`src/rtl/tx_status_unit.sv`:
```
module tx_status_unit #(
  parameter int MAX_FRAME = 1518,
  parameter int CNT_W     = 4
) (
  input  logic        clk,
  input  logic        rst_n,
  input  logic        ctl_wr,
  input  logic        ctl_tx_en,
  input  logic        link_irq_en,
  input  logic        ev_underrun,
  input  logic        ev_frame_start,
  input  logic        ev_frame_end,
  input  logic        ev_collision,
  input  logic        defer_active,
  input  logic        byte_tick,
  input  logic        link_ok_in,
  input  logic        cnt_rd,
  output logic        tx_enable,
  output logic        tx_busy,
  output logic [15:0] status_word,
  output logic        snap_valid,
  output logic [15:0] snap_word,
  output logic        link_irq,
  output logic [15:0] cnt_data
);
  localparam int DEFER_LIMIT = 2 * MAX_FRAME;
  localparam int BW = $clog2(DEFER_LIMIT + 2);
  localparam int NCNT = 4;
  localparam logic [CNT_W-1:0] CMAX = {CNT_W{1'b1}};
  localparam logic [BW-1:0] BMAX = {BW{1'b1}};

  logic en_q, busy_q, under_q, uf_q, ok_q, link_q, irq_q, roll_q;
  logic single_q, multi_q, col_seen_q, defd_q, exc_q;
  logic [BW-1:0] bytes_q;
  logic [CNT_W-1:0] cnt_q [NCNT];
  logic snap_v_q;
  logic [15:0] snap_q;
  logic [NCNT-1:0] flags;

  wire start_ok = ev_frame_start && en_q && !busy_q;
  wire end_ok   = ev_frame_end && busy_q;
  wire defer_ev = busy_q && defer_active && byte_tick;

  assign flags = {exc_q, defd_q, multi_q, single_q};
  assign status_word = {7'b0, en_q, link_q, roll_q, under_q, exc_q, defd_q,
                        multi_q, single_q, ok_q};

  always_ff @(posedge clk) begin
    if (!rst_n) begin
      en_q <= 1'b0; under_q <= 1'b0; uf_q <= 1'b0; busy_q <= 1'b0;
      ok_q <= 1'b0; link_q <= 1'b0; irq_q <= 1'b0;
    end else begin
      link_q <= link_ok_in;
      irq_q  <= link_irq_en && (link_ok_in != link_q);
      if (ev_underrun)  en_q <= 1'b0;
      else if (ctl_wr)  en_q <= ctl_tx_en;
      if (ev_underrun)                under_q <= 1'b1;
      else if (ctl_wr && ctl_tx_en)   under_q <= 1'b0;
      if (ev_underrun)    uf_q <= 1'b1;
      else if (start_ok)  uf_q <= 1'b0;
      if (start_ok)       busy_q <= 1'b1;
      else if (end_ok)    busy_q <= 1'b0;
      if (end_ok)         ok_q <= !uf_q;
    end
  end

  always_ff @(posedge clk) begin
    if (!rst_n || start_ok || end_ok) begin
      single_q <= 1'b0; multi_q <= 1'b0; col_seen_q <= 1'b0;
      defd_q <= 1'b0; exc_q <= 1'b0; bytes_q <= '0;
    end else begin
      if (ev_collision && busy_q) begin
        col_seen_q <= 1'b1;
        if (!col_seen_q) single_q <= 1'b1;
        else begin
          single_q <= 1'b0;
          multi_q  <= 1'b1;
        end
      end
      if (defer_ev) begin
        defd_q <= 1'b1;
        if (bytes_q != BMAX) bytes_q <= bytes_q + 1'b1;
        if (bytes_q >= BW'(DEFER_LIMIT)) exc_q <= 1'b1;
      end
    end
  end

  always_ff @(posedge clk) begin
    if (!rst_n || cnt_rd) begin
      roll_q <= 1'b0;
      for (int i = 0; i < NCNT; i++) cnt_q[i] <= '0;
    end else if (end_ok) begin
      for (int i = 0; i < NCNT; i++)
        if (flags[i] && cnt_q[i] != CMAX) begin
          cnt_q[i] <= cnt_q[i] + 1'b1;
          if (cnt_q[i] == CMAX - 1'b1) roll_q <= 1'b1;
        end
    end
  end

  always_ff @(posedge clk) begin
    if (!rst_n) begin
      snap_v_q <= 1'b0;
      snap_q   <= '0;
    end else begin
      snap_v_q <= end_ok;
      if (end_ok) snap_q <= {status_word[15:1], !uf_q};
    end
  end

  genvar g;
  generate
    for (g = 0; g < NCNT; g++) begin : g_pack
      assign cnt_data[g*4 +: 4] = 4'(cnt_q[g]);
    end
  endgenerate

  assign tx_enable  = en_q;
  assign tx_busy    = busy_q;
  assign snap_valid = snap_v_q;
  assign snap_word  = snap_q;
  assign link_irq   = irq_q;
endmodule


```
`config.mk`:
```
export PLATFORM = sky130hd
export DESIGN_NAME = tx_status_unit
export DESIGN_NICKNAME = d
export VERILOG_FILES = /design/src/rtl/tx_status_unit.sv
export SDC_FILE = /design/constraint.sdc
export NUM_CORES = 1
export LEC_CHECK = 0
export BUFFER_PORTS_ARGS = -buffer_cell sky130_fd_sc_hd__clkbuf_2
export CAP_MARGIN = 0
export CORE_MARGIN = 2
export CORE_UTILIZATION = 50
export DETAILED_ROUTE_END_ITERATION = 8
export PLACE_DENSITY = 0.83
export SLEW_MARGIN = 20
export SYNTH_ARGS = -nofsm -noshare
export SYNTH_HDL_FRONTEND = slang
export SYNTH_SLANG_ARGS = --single-unit
```
`constraint.sdc`:
```
create_clock -name clk -period 4.8 [get_ports clk]
set_input_delay 1.44 -clock clk [delete_from_list [all_inputs] [get_ports clk]]
set_output_delay 1.44 -clock clk [all_outputs]
set_load 0.03 [all_outputs]
```
==> results.yml <==
drt:
  wire_per_inst_microns: 12.2
  wl_met2_mm: 2.16
  drt_iter0_drc: 73
  antenna_left: 0
  wl_met1_mm: 2.01
  via_per_inst: 4.93
  routed_wl_mm: 4.51
  drc_errors: 0
  dr.pass1.iters: 4
  topRoutingLayerUsed: "met4"
  vias: 1830
  met3_length_microns: 310
clocking:
  clk_pin_slew_ns: 0.09
  cts_tree: "built"
  cts_made_buffers: 5
  cts_max_path_buffers: 2
  root_buffer: "clkbuf_8"
  clock_latency_ns: 0.30
  clkSinkCount: 50
  htreeDepth: 2
  post_cts_buffers: 0
  cts-resized-gates: 0
  hold_buffers: 0
global_route:
  grt_overflow_total: 0
  gr-usage-all-layers_pct: 16.6
  grt_pass1_wl_mm: 7.10
  antenna_found_initial: 0
  grt_pass1_vias: 1581
  grt_max_degree: 19
timing:
  min_period_ns: 2.53
  tns_ns: 0
  max_freq_ghz: 0.395
  rsz0062_at_grt: "false"
  maxSlewHeadroom_pct: 58.8
  finalHoldViolCount: 0
  fin_skew_ns: 0.00694
  setup_viol: 0
  tightestPinTransition_ns: 0.612
  period_share_pct: 52.8
  drv_slew: 0
setup_path:
  crit_chain: "clkbuf_2"
  crit_buf_inv: 1
  worstSetupPathType: "flop to primary output"
  endpoint_kind: "primary output"
  path_delay_family: "flip-flops"
  max_stage_delay_ns: 0.53
  critPathMaxFanout: 12
  rr_endpoint: "cnt_q[1][0]"
  r2r_cells: 3
  cp-start-kind: "flop"
  crit_arrival_ns: 1.09
  cp_slowest_cell: "dfxtp_1"
  r2r-start: "tx_busy"
  r2r_slack_ns: 2.99
  required_ns: 3.36
die:
  rows: 25
  core-area_sq_um: 4790
  initial_core_util_pct: 52.6
  die_x_microns: 75.0
  dieArea_sq_um: 5620
  io_pins: 65
  die_h_microns: 75.0
min_path:
  holdPathEnd: "snap_word[7]"
  hold_class: "flop to flop"
  min_path_cells: 2
  min-delay-start: "snap_word[7]"
synthesis:
  synth.area.top_cells: "dfxtp_1 27%, edfxtp_1 19%, buf_4 7.2%, nor2_1 5.4%, ha_1 5.0%"
  synth_seq_cells: 50
  ys_seq_area_share_pct: 46.1
  netlist_instances: 263
  synth_flop_cell: "dfxtp_1"
  avgSynthCellArea_sq_um: 9.58
  yosysWarnings: 0
  syn_area_sq_um: 2520
  ys_async_sr_fraction_pct: 0
  synth_top_cell_by_area: "dfxtp_1"
  netlist.area_leader.share_pct: 27.0
  synth_edf_count: 16
  synth_cell_types: 45
placement:
  port_buffers: 50
  hpwl_mm: 3.52
  gp_congestion: 0.769
finish:
  final_util_pct: 58.0
  n_antenna_cell: 0
  fin_nets: 326
  drive_gt1_share_pct: 23.0
  syn2layout_area_growth_pct: 10.2
outcome:
  status: "finished, final reports clean"
power_and_ir_drop:
  powerDensity_nw_per_um2: 273
  peakVddDrop_mv: 0.169
  p_leak_nw: 1.17
run:
  maxCapViolCount: 0
==> metal layers <==
layer / global-route usage, % / up-vias
li1: - / 938
met1: 22.1 / 833
met2: 26.9 / 56
met3: 4.69 / 3
met4: 4.17 / 0
met5: 0 / -
==> flip-flops by register name, indices dropped and copies added (netlist names) <==
name        count
link_irq        1
link_q          1
uf_q            1
tx_enable       1
multi_q         1
under_q         1
tx_busy         1
snap_word       9
snap_valid      1
col_seen_q      1
single_q        1
bytes_q        12
roll_q          1
exc_q           1
cnt_q          16
defd_q          1
==> synthesized netlist by cell type (2+ instances only) <==
cell type	number
nor2_1	36
dfxtp_1	34
nand2_1	28
buf_4	24
edfxtp_1	16
nand3_1	13
ha_1	10
a21boi_0	9
xnor2_1	9
inv_1	8
a21oi_1	7
o21ai_0	7
xor2_1	6
and3_1	5
nand3b_1	5
nor3_1	5
a31oi_1	3
and2_1	3
clkbuf_1	3
nor2b_1	3
mux2i_1	2
nand4_4	2
nor3b_1	2
or3_1	2
==> per-stage QoR <==
step / total power [mW] / worst slack, ns / std cells / instance area (sq um) / hold WS [ns]
floorplan: 0.524 / 2.30 / 276 / 2570 / 0.454
global placement: 0.531 / 2.09 / 363 / 2690 / 0.454
detailed placement: 0.532 / 2.02 / 363 / 2690 / 0.465
CTS: 0.767 / 2.25 / 371 / 2780 / 0.478
global route: 0.790 / 2.20 / 371 / 2780 / 0.499
finish: 0.757 / 2.27 / 371 / 2780 / 0.474
==> worst register-to-register path, delay by kind of cell, from the launching register on <==
family	cells	cell delay, ns
DFF	1	0.53
AOI/OAI and AO/OA	1	0.51
and+or+nand+nor	2	0.43
==> how the worst max path moves through the flow <==
stage,from,endpoint,slack (ns),cells past startpoint
floorplan,ev_frame_end,cnt_q[0][0],2.30,4
global placement,rst_n,cnt_q[3][3],2.09,5
detailed placement,ev_frame_end,cnt_q[1][2],2.02,4
CTS,tx_busy,tx_busy,2.25,1
global route,tx_busy,tx_busy,2.20,1
finish,tx_busy,tx_busy,2.27,1
==> cells by family (layout without fill, tap and decap cells) <==
kind of cell / after synthesis / in the layout / synth area share (%)
other: 1 / 14 / 0.149
multiplexers: 2 / 2 / 0.795
flip-flops: 50 / 50 / 46.1
AND/OR/NAND/NOR: 116 / 116 / 25.0
buffers and inverters: 38 / 66 / 9.64
XOR/XNOR: 15 / 15 / 5.22
adder cells (fa/ha/maj): 10 / 10 / 4.97
AO/OA/AOI/OAI: 31 / 31 / 8.10
==> placed cells by master, fill, tap and decap left out, drive strengths merged, types with 4 or more instances in the layout <==
cell type / count
clkbuf: 56
nor2: 36
dfxtp: 34
nand2: 28
edfxtp: 16
conb: 14
nand3: 14
ha: 10
xnor2: 9
a21boi: 9
inv: 8
o21ai: 8
a21oi: 7
and3: 7
xor2: 6
nand3b: 5
nor3: 5
nor2b: 4
and2: 4
==> final cells by class <==
cell class | count | area (sq um)
Inverter | 8 | 30.0
Multi-Input combinational cell | 188 | 1160
Fill cell | 439 | 2010
Tap cell | 67 | 83.8
Clock buffer | 6 | 72.6
Clock inverter | 2 | 13.8
Timing Repair Buffer | 50 | 250
Sequential cell | 50 | 1160
==> power by group <==
group / leakage (nW) / switching [mW] / internal [mW]
clock: 0.0452 / 0.132 / 0.103
combinational: 0.677 / 0.0507 / 0.0174
sequential: 0.452 / 0.00974 / 0.444
total: 1.17 / 0.192 / 0.565
Note: power is estimated with default switching activity, not from simulation.
